$ cat src/rtl/alu8_pkg.sv
`timescale 1ns/1ps
package alu8_pkg;
    parameter int unsigned ALU_W  = 8;
    parameter int unsigned NIB_W  = ALU_W / 2;
    parameter int unsigned SREG_W = 8;

    // status bit positions
    localparam int unsigned FL_C = 0;
    localparam int unsigned FL_Z = 1;
    localparam int unsigned FL_N = 2;
    localparam int unsigned FL_V = 3;
    localparam int unsigned FL_S = 4;
    localparam int unsigned FL_H = 5;
    localparam int unsigned FL_T = 6;
    localparam int unsigned FL_I = 7;

    typedef enum logic [2:0] {
        OP_ADD  = 3'd0,
        OP_ADC  = 3'd1,
        OP_SUB  = 3'd2,
        OP_AND  = 3'd3,
        OP_ANDI = 3'd4,
        OP_OR   = 3'd5,
        OP_RSV6 = 3'd6,
        OP_RSV7 = 3'd7
    } op_t;

    typedef struct packed {
        logic legal;
        logic use_imm;
        logic is_sub;
        logic is_adc;
        logic is_logic;
        logic sel_or;
    } ctl_t;

    typedef struct packed {
        logic [ALU_W-1:0] sum;
        logic             cout;
        logic             hcar;
        logic             ovf;
    } arith_t;

    function automatic ctl_t decode_op(op_t op);
        ctl_t c;
        c = '0;
        unique case (op)
            OP_ADD:  c.legal = 1'b1;
            OP_ADC:  begin c.legal = 1'b1; c.is_adc = 1'b1; end
            OP_SUB:  begin c.legal = 1'b1; c.is_sub = 1'b1; end
            OP_AND:  begin c.legal = 1'b1; c.is_logic = 1'b1; end
            OP_ANDI: begin c.legal = 1'b1; c.is_logic = 1'b1; c.use_imm = 1'b1; end
            OP_OR:   begin c.legal = 1'b1; c.is_logic = 1'b1; c.sel_or = 1'b1; end
            default: c = '0;
        endcase
        return c;
    endfunction
endpackage

$ cat src/rtl/alu8_adder.sv
`timescale 1ns/1ps
module alu8_adder
    import alu8_pkg::*;
(
    input  logic [ALU_W-1:0] a,
    input  logic [ALU_W-1:0] b,
    input  logic             cin,
    input  logic             sub,
    output arith_t           res
);
    localparam int unsigned LO_W = NIB_W;

    logic [ALU_W-1:0] bx;
    logic             c0;
    logic [ALU_W:0]   full;
    logic [LO_W:0]    low;

    always_comb begin
        bx   = sub ? ~b : b;
        c0   = sub ? 1'b1 : cin;
        full = {1'b0, a} + {1'b0, bx} + {{ALU_W{1'b0}}, c0};
        low  = {1'b0, a[LO_W-1:0]} + {1'b0, bx[LO_W-1:0]} + {{LO_W{1'b0}}, c0};
        res.sum  = full[ALU_W-1:0];
        // subtract reports borrow, the inverse of the internal carry
        res.cout = sub ? ~full[ALU_W] : full[ALU_W];
        res.hcar = sub ? ~low[LO_W] : low[LO_W];
        res.ovf  = (a[ALU_W-1] == bx[ALU_W-1]) && (full[ALU_W-1] != a[ALU_W-1]);
    end
endmodule

$ cat src/rtl/alu8_logic.sv
`timescale 1ns/1ps
module alu8_logic
    import alu8_pkg::*;
(
    input  logic [ALU_W-1:0] a,
    input  logic [ALU_W-1:0] b,
    input  logic             sel_or,
    output logic [ALU_W-1:0] y
);
    always_comb y = sel_or ? (a | b) : (a & b);
endmodule

$ cat src/rtl/alu8_flagreg.sv
`timescale 1ns/1ps
module alu8_flagreg
    import alu8_pkg::*;
(
    input  logic              clk,
    input  logic              rst,
    input  logic              upd,
    input  logic              logic_op,
    input  logic              nxt_c,
    input  logic              nxt_h,
    input  logic              nxt_v,
    input  logic              nxt_n,
    input  logic              nxt_z,
    output logic [SREG_W-1:0] sreg
);
    logic v_eff;
    always_comb v_eff = logic_op ? 1'b0 : nxt_v;

    always_ff @(posedge clk) begin
        if (rst) begin
            sreg <= '0;
        end else if (upd) begin
            if (!logic_op) begin
                sreg[FL_C] <= nxt_c;
                sreg[FL_H] <= nxt_h;
            end
            sreg[FL_V] <= v_eff;
            sreg[FL_N] <= nxt_n;
            sreg[FL_Z] <= nxt_z;
            sreg[FL_S] <= nxt_n ^ v_eff;
        end
    end

    p_hold_idle_r11: assert property (@(posedge clk) disable iff (rst)
        !upd |=> $stable(sreg));
    p_keep_it_r10: assert property (@(posedge clk) disable iff (rst)
        1'b1 |=> (sreg[FL_I] == $past(sreg[FL_I])) && (sreg[FL_T] == $past(sreg[FL_T])));
    p_logic_keep_r9: assert property (@(posedge clk) disable iff (rst)
        (upd && logic_op) |=> (sreg[FL_C] == $past(sreg[FL_C])) &&
                              (sreg[FL_H] == $past(sreg[FL_H])) && !sreg[FL_V]);
    p_sign_r7: assert property (@(posedge clk) disable iff (rst)
        sreg[FL_S] == (sreg[FL_N] ^ sreg[FL_V]));
endmodule

$ cat src/rtl/alu8_flags.sv
`timescale 1ns/1ps
module alu8_flags
    import alu8_pkg::*;
(
    input  logic              clk,
    input  logic              rst,
    input  logic              op_valid,
    input  logic [2:0]        op_sel,
    input  logic [ALU_W-1:0]  opa,
    input  logic [ALU_W-1:0]  opb,
    input  logic [ALU_W-1:0]  imm,
    output logic [ALU_W-1:0]  result,
    output logic              wr_en,
    output logic [SREG_W-1:0] sreg
);
    ctl_t             ctl;
    logic [ALU_W-1:0] src_b;
    logic             cin;
    arith_t           ar;
    logic [ALU_W-1:0] lres;

    always_comb begin
        ctl    = decode_op(op_t'(op_sel));
        src_b  = ctl.use_imm ? imm : opb;
        cin    = ctl.is_adc & sreg[FL_C];
        wr_en  = op_valid & ctl.legal;
    end

    alu8_adder u_add (
        .a   (opa),
        .b   (src_b),
        .cin (cin),
        .sub (ctl.is_sub),
        .res (ar)
    );

    alu8_logic u_log (
        .a      (opa),
        .b      (src_b),
        .sel_or (ctl.sel_or),
        .y      (lres)
    );

    always_comb result = ctl.is_logic ? lres : ar.sum;

    alu8_flagreg u_flg (
        .clk      (clk),
        .rst      (rst),
        .upd      (wr_en),
        .logic_op (ctl.is_logic),
        .nxt_c    (ar.cout),
        .nxt_h    (ar.hcar),
        .nxt_v    (ar.ovf),
        .nxt_n    (result[ALU_W-1]),
        .nxt_z    (result == '0),
        .sreg     (sreg)
    );

    p_zero_r8: assert property (@(posedge clk) disable iff (rst)
        wr_en |=> (sreg[FL_Z] == ($past(result) == '0)));
    p_neg_r7: assert property (@(posedge clk) disable iff (rst)
        wr_en |=> (sreg[FL_N] == $past(result[ALU_W-1])));
endmodule

$ cat config.mk
export PLATFORM = sky130hd
export DESIGN_NAME = alu8_flags
export DESIGN_NICKNAME = d
export VERILOG_FILES = /design/src/rtl/alu8_pkg.sv /design/src/rtl/alu8_adder.sv /design/src/rtl/alu8_logic.sv /design/src/rtl/alu8_flagreg.sv /design/src/rtl/alu8_flags.sv
export SDC_FILE = /design/constraint.sdc
export NUM_CORES = 1
export LEC_CHECK = 0
export ABC_AREA = 1
export BUFFER_PORTS_ARGS = -buffer_cell sky130_fd_sc_hd__buf_2
export CAP_MARGIN = 20
export CORE_MARGIN = 4
export CORE_UTILIZATION = 54
export CTS_CLUSTER_SIZE = 30
export DETAILED_ROUTE_END_ITERATION = 8
export PLACE_DENSITY = 0.86
export SYNTH_ARGS = -nofsm -noshare
export SYNTH_HDL_FRONTEND = slang
export SYNTH_SLANG_ARGS = --single-unit
$ cat constraint.sdc
create_clock -name clk -period 5.8 [get_ports clk]
set_clock_uncertainty 0.05 [all_clocks]
set_input_delay 1.16 -clock clk [delete_from_list [all_inputs] [get_ports clk]]
set_output_delay 1.16 -clock clk [all_outputs]
set_load 0.03 [all_outputs]
# ---- Word level (Yosys, flattened, before mapping)
# Cells that the tools add are included.
dict set report totals {
  mem_bits_ro 0
  mem_count 0
  elab_cells 42
  latchBits 0
  in_bits 30
  ramBits 0
  output_inout_bits 17
  regBits 6
}
dict set report op_classes {
  multipliers 0
  shifts 0
  n_bitwise 9
  div_mod_pow 0
  n_reduce_logical 6
  eq_ne 7
  muxes 14
  order_cmp 0
  addsub 4
}
# cell n
set op_table {}
lappend op_table {{two-way mux 8 bit} 4}
lappend op_table {{two-way mux 1 bit} 10}
lappend op_table {{adder 8 x 8 -> 9 bit} 1}
lappend op_table {{adder 9 x 1 -> 9 bit} 1}
lappend op_table {{bitwise AND 8 bit} 1}
lappend op_table {{zero test 8 bit} 1}
lappend op_table {{inverter 8 bit} 1}
lappend op_table {{OR 8 bit} 1}
lappend op_table {{== test 3 x 2 -> 1 bit (second input constant)} 2}
lappend op_table {{== test 3 bit (second input constant)} 2}
lappend op_table {{OR reduction 6 bit} 1}
lappend op_table {{adder 4 x 4 -> 5 bit} 1}
lappend op_table {{adder 5 x 1 -> 5 bit} 1}
lappend op_table {{== test 3 x 1 -> 1 bit (second input constant)} 1}
lappend op_table {{zero test 3 bit} 1}
lappend op_table {{inverter 1 bit} 3}
lappend op_table {{OR reduction 3 bit} 1}
lappend op_table {{bitwise AND 1 bit} 2}
lappend op_table {{AND reduction 2 bit} 1}
lappend op_table {{== test 1 bit} 1}
lappend op_table {{logical AND 1 bit} 1}
lappend op_table {{!= test 1 bit} 1}
lappend op_table {{bitwise XOR 1 bit} 1}

# ---- Depth between registers and ports, before layout
dict set report depth {
  ltp_word 11
  ltp_mapped 22
  depth_no_buf 20
}

# ---- By module
# From an unflattened synthesis, not the netlist that was laid out.
dict set report unflattened {
  cells_unflattened 191
  area_unflattened_um2 1186.1
}
# mod seq_area_each_um2 cells_each area_each_um2 n_inst
set modules_own_cells {}
lappend modules_own_cells {alu8_adder 0.0 77 490.5 1}
lappend modules_own_cells {alu8_flags 0.0 52 332.8 1}
lappend modules_own_cells {alu8_flagreg 120.1 36 255.2 1}
lappend modules_own_cells {alu8_logic 0.0 26 107.6 1}

# ---- Worst setup path after synthesis
# Ideal clock, no wire load.
dict set report synth_path {
  kind {input port to output port}
  start {input port op_sel[2]}
  end {output port result[6]}
  t_arrival_ns 3.326
  n_path_buf 1
  stages 14
  t_required_ns 4.590
  setup_slack_ns 1.264
  path_cell_list {buf_2 -> nor3_4 -> inv_2 -> xor2_1 -> fa_1 -> inv_1 -> fa_1 -> nand3_1 -> nand2_1 -> nand2_1 -> nand2_1 -> nand2_1 -> nand3_1 -> nand2_1}
}
dict set report synth_between {
  elab_chain_len 8
  elab_cells_between_ends 22
  cone_classes {add/sub (2); eq/ne (5); mux (10); bitwise (4); reduce/logical (1)}
}
# element line_no
set synth_rtl {}
lappend synth_rtl {{from (decl)} alu8_flags.sv:8} ;# input logic [2:0] op_sel,
lappend synth_rtl {{== test 3 bit} alu8_pkg.sv:47} ;# unique case (op)
lappend synth_rtl {{two-way mux 1 bit} alu8_pkg.sv:47}
lappend synth_rtl {{two-way mux 8 bit} alu8_flags.sv:24} ;# src_b = ctl.use_imm ? imm : opb;
lappend synth_rtl {{inverter 8 bit} alu8_adder.sv:19} ;# bx = sub ? ~b : b;
lappend synth_rtl {{two-way mux 8 bit} alu8_adder.sv:19}
lappend synth_rtl {{adder 8 x 8 -> 9 bit} alu8_adder.sv:21} ;# full = {1'b0, a} + {1'b0, bx} + {{ALU_W{1'b0}}, c0};
lappend synth_rtl {{adder 9 x 1 -> 9 bit} alu8_adder.sv:21}
lappend synth_rtl {{two-way mux 8 bit *} alu8_flags.sv:44} ;# always_comb result = ctl.is_logic ? lres : ar.sum;
lappend synth_rtl {{to (decl)} alu8_flags.sv:12} ;# output logic [ALU_W-1:0] result,
# Every way passes the cells marked *; elsewhere a longest branch is shown, timed or not.

# ---- Final worst setup path
# Ends and elaborated chain as after synthesis.

==> summary.txt <==
Critical path
  • Worst-path maximum fanout: 14
  • Crit path launch: op_sel[2]
  • Cell mode on critical path: nand2_1
  • Slowest CP cell: nor3_4
  • Critical path, cell by cell: buf_2 -> nor3_4 -> inv_2 -> xor2_1 -> fa_1 -> inv_1 -> fa_1 -> nand3_1 -> nand2_1 -> nand2_1 -> nand2_1 -> nand2_1 -> nand3_1 -> nand2_1 -> buf_2
  • Crit path launch type: input pin
  • Critical Path RT: 4.59 ns
  • Worst path top cell family by delay: simple AND/OR/NAND/NOR gates
  • CP arrival: 3.62 ns
  • Setup CP Type: input pin to primary output
  • CP bufs+invs: 4
  • Setup crit end kind: primary output
  • Reg2Reg Launch Point: u_flg.sreg[0]$_SDFFE_PP0P_
  • Critical Path Max Stage Delay: 0.41 ns

Final layout
  • Diodes inserted: 0
  • Multi-input logic area: 981 um^2
  • Storage element area: 120 um^2
  • Largest Register: u_flg.sreg
  • Biggest registers after layout: u_flg.sreg x6
  • Max FFs per register: 6
  • Fillers: 224
  • Layout Area Growth over Synthesis: 17.0%
  • Layout cell share with drive strength beyond 1: 0.282
  • # nets final: 303

GRT
  • Global routing usage on met1: 0.276
  • Number of global-route vias before repair: 1308
  • Initial antenna violation count: 0
  • GRT met2 Usage: 0.359
  • Global-route wire length before repair: 5530 um
  • Busiest grt layer: met2
  • Largest net degree at the start of global routing: 15
  • GRT Total Usage: 0.208
  • Routing usage on met3: 0.0204
  • Gr ovfl total: 0

Clock tree
  • CTS resizes: 0
  • CTS tree: yes
  • Cts hold-fix bufs: 0
  • # clock sinks: 6
  • CTS buffer count: 3
  • Setup bufs post-CTS: 0
  • Htree depth: 1
  • Clock Root Buffer: clkbuf_4
  • CTS Buffer Depth: 2
  • Clock transition at the registers of the reported paths: 0.04 ns
  • Clock Latency Late Sink: 0.24 ns

STA
  • Final Max Tran Viols: 0
  • Fmax: 207 MHz
  • Final hold vios: 0
  • Hold WS: 0.408 ns
  • Final period util: 0.833
  • Min cycle time layout: 4.83 ns
  • RSZ-0062 raised after global routing: no
  • Final setup fails: 0
  • Fin Setup TNS: 0 ns

Placement
  • Hpwl dp: 2870 um
  • Routability cong.: 0.938
  • IO buf count: 44

Floorplan
  • Row Count: 17
  • Initial core utilization: 0.575
  • Core Footprint: 0.00225 mm^2
  • IO Count: 47
  • Die area: 0.00325 mm^2
  • Die Wd: 57.0 um
  • Die H: 57.0 um

Logic synthesis
  • EDFF count, synth: 0
  • Ranking of synthesized cells by area: nand2_1, inv_1, dfxtp_1
  • Syn Area/Cell: 5.87 um^2
  • Synth Register Bits: 6
  • Mapped Area: 0.00130 mm^2
  • Synth Warn #: 0
  • Yosys cell types: 30
  • Gate Count Post-Synth: 221
  • Most used DFF post-synth: dfxtp_1
  • Seq/Total Area, Yosys: 0.0926
  • Asr flop ratio synth: 0
  • Synth area leader: nand2_1
  • Post-synth top area share: 0.200

Hold path
  • Hold Startpoint: u_flg.sreg[3]$_SDFFE_PP0P_
  • Hold Path Class: flop to flop

Power
  • Peak supply drop: 0.131 mV
  • Pwr per Cell Area: 179 mW/mm^2
  • Static leakage: 0.923 nW

Outcome
  • Status: finished clean

Drt
  • Via count: 1484
  • DRT iter0 DRCs: 68
  • Via/cell ratio: 5.12
  • 1st-pass router iterations: 4
  • DRC errors left: 0
  • Post-route ant nets: 0
  • DRT Wirelength: 3360 um
  • Drt wl/cell: 11.6 um

Job
  • Max cap viols: 0
-- cells in the final DEF (no fill, tap or decap), types with 4 or more instances in the layout --
cell	synthesis	routed
a21oi_1	12	12
buf_2	1	44
dfxtp_1	6	6
ha_1	7	7
inv_1	33	33
inv_2	4	4
nand2_1	69	69
nand2_2	9	9
nand3_1	23	23
nand4_1	6	6
nor2_1	10	10
xor2_1	8	8
-- path summary, 6_finish.rpt --
check | slack, ns | cells after the start | endpoint
setup / recovery | 0.97 | 15 | result[6]
hold / removal | 0.41 | 2 | u_flg.sreg[3]$_SDFFE_PP0P_
setup reg to reg | 3.46 | 14 | u_flg.sreg[1]$_SDFFE_PP0P_
hold reg to reg | 0.41 | 2 | u_flg.sreg[3]$_SDFFE_PP0P_
-- layout make-up --
cell class              instances  area share
repair buffers                 44       0.145
clock buffers                   3      0.0148
well taps                      28      0.0231
flip-flops and latches          6      0.0791
multi-input cells             172       0.646
inverters                      37      0.0915
-- layer usage --
| metal | routed length, um | part of all wire |
|---|---|---|
| met5 | 0 | 0 |
| met4 | 40 | 0.012 |
| met3 | 228 | 0.068 |
| met2 | 1590 | 0.47 |
| met1 | 1500 | 0.45 |
-- synthesized netlist by cell type, types with 4 or more instances --
cell and number:
nand2_2 9, nor2_1 10, dfxtp_1 6, a21oi_1 12, nand4_1 6, xor2_1 8
ha_1 7, inv_1 33, nand3_1 23, inv_2 4, nand2_1 69
-- worst reg2reg max path, stage by stage (launching register included) --
cell,delay (ns)
dfxtp_1,0.33
nand4_1,0.11
nand2_1,0.06
inv_1,0.06
fa_1,0.15
inv_1,0.07
fa_1,0.40
or2_2,0.29
nand3_1,0.10
nand2_2,0.06
nor2_1,0.17
nand2_1,0.08
nor2_1,0.12
nand3_1,0.10
a21oi_2,0.15
-- per-stage QoR --
stage               power [W]  worst slack, ns  cell area (um^2)  std cells  utilization
global route         0.000295            0.684              1520        290        0.673
floorplan            0.000188             1.26              1300        222            -
CTS                  0.000271            0.976              1520        290        0.673
global placement     0.000229             1.05              1500        287        0.663
finish               0.000272            0.969              1520        290        0.673
detailed placement   0.000231            0.982              1500        287        0.663
-- cell families (layout without fill, tap and decap cells) --
group,after synthesis,count (layout),share of synthesized area
AO/OA/AOI/OAI,23,23,0.105
XOR/XNOR,9,9,0.0608
adder cells (fa/ha/maj),9,9,0.0984
buffers and inverters,44,84,0.154
flip-flops,6,6,0.0926
other,1,2,0.00289
AND/OR/NAND/NOR,129,129,0.486
-- where the power goes --
group	switching, W	internal, W
registers	0.00000158	0.0000444
clock network	0.0000167	0.0000235
logic	0.000124	0.0000618
No activity file was read; power rests on OpenSTA's default activity.
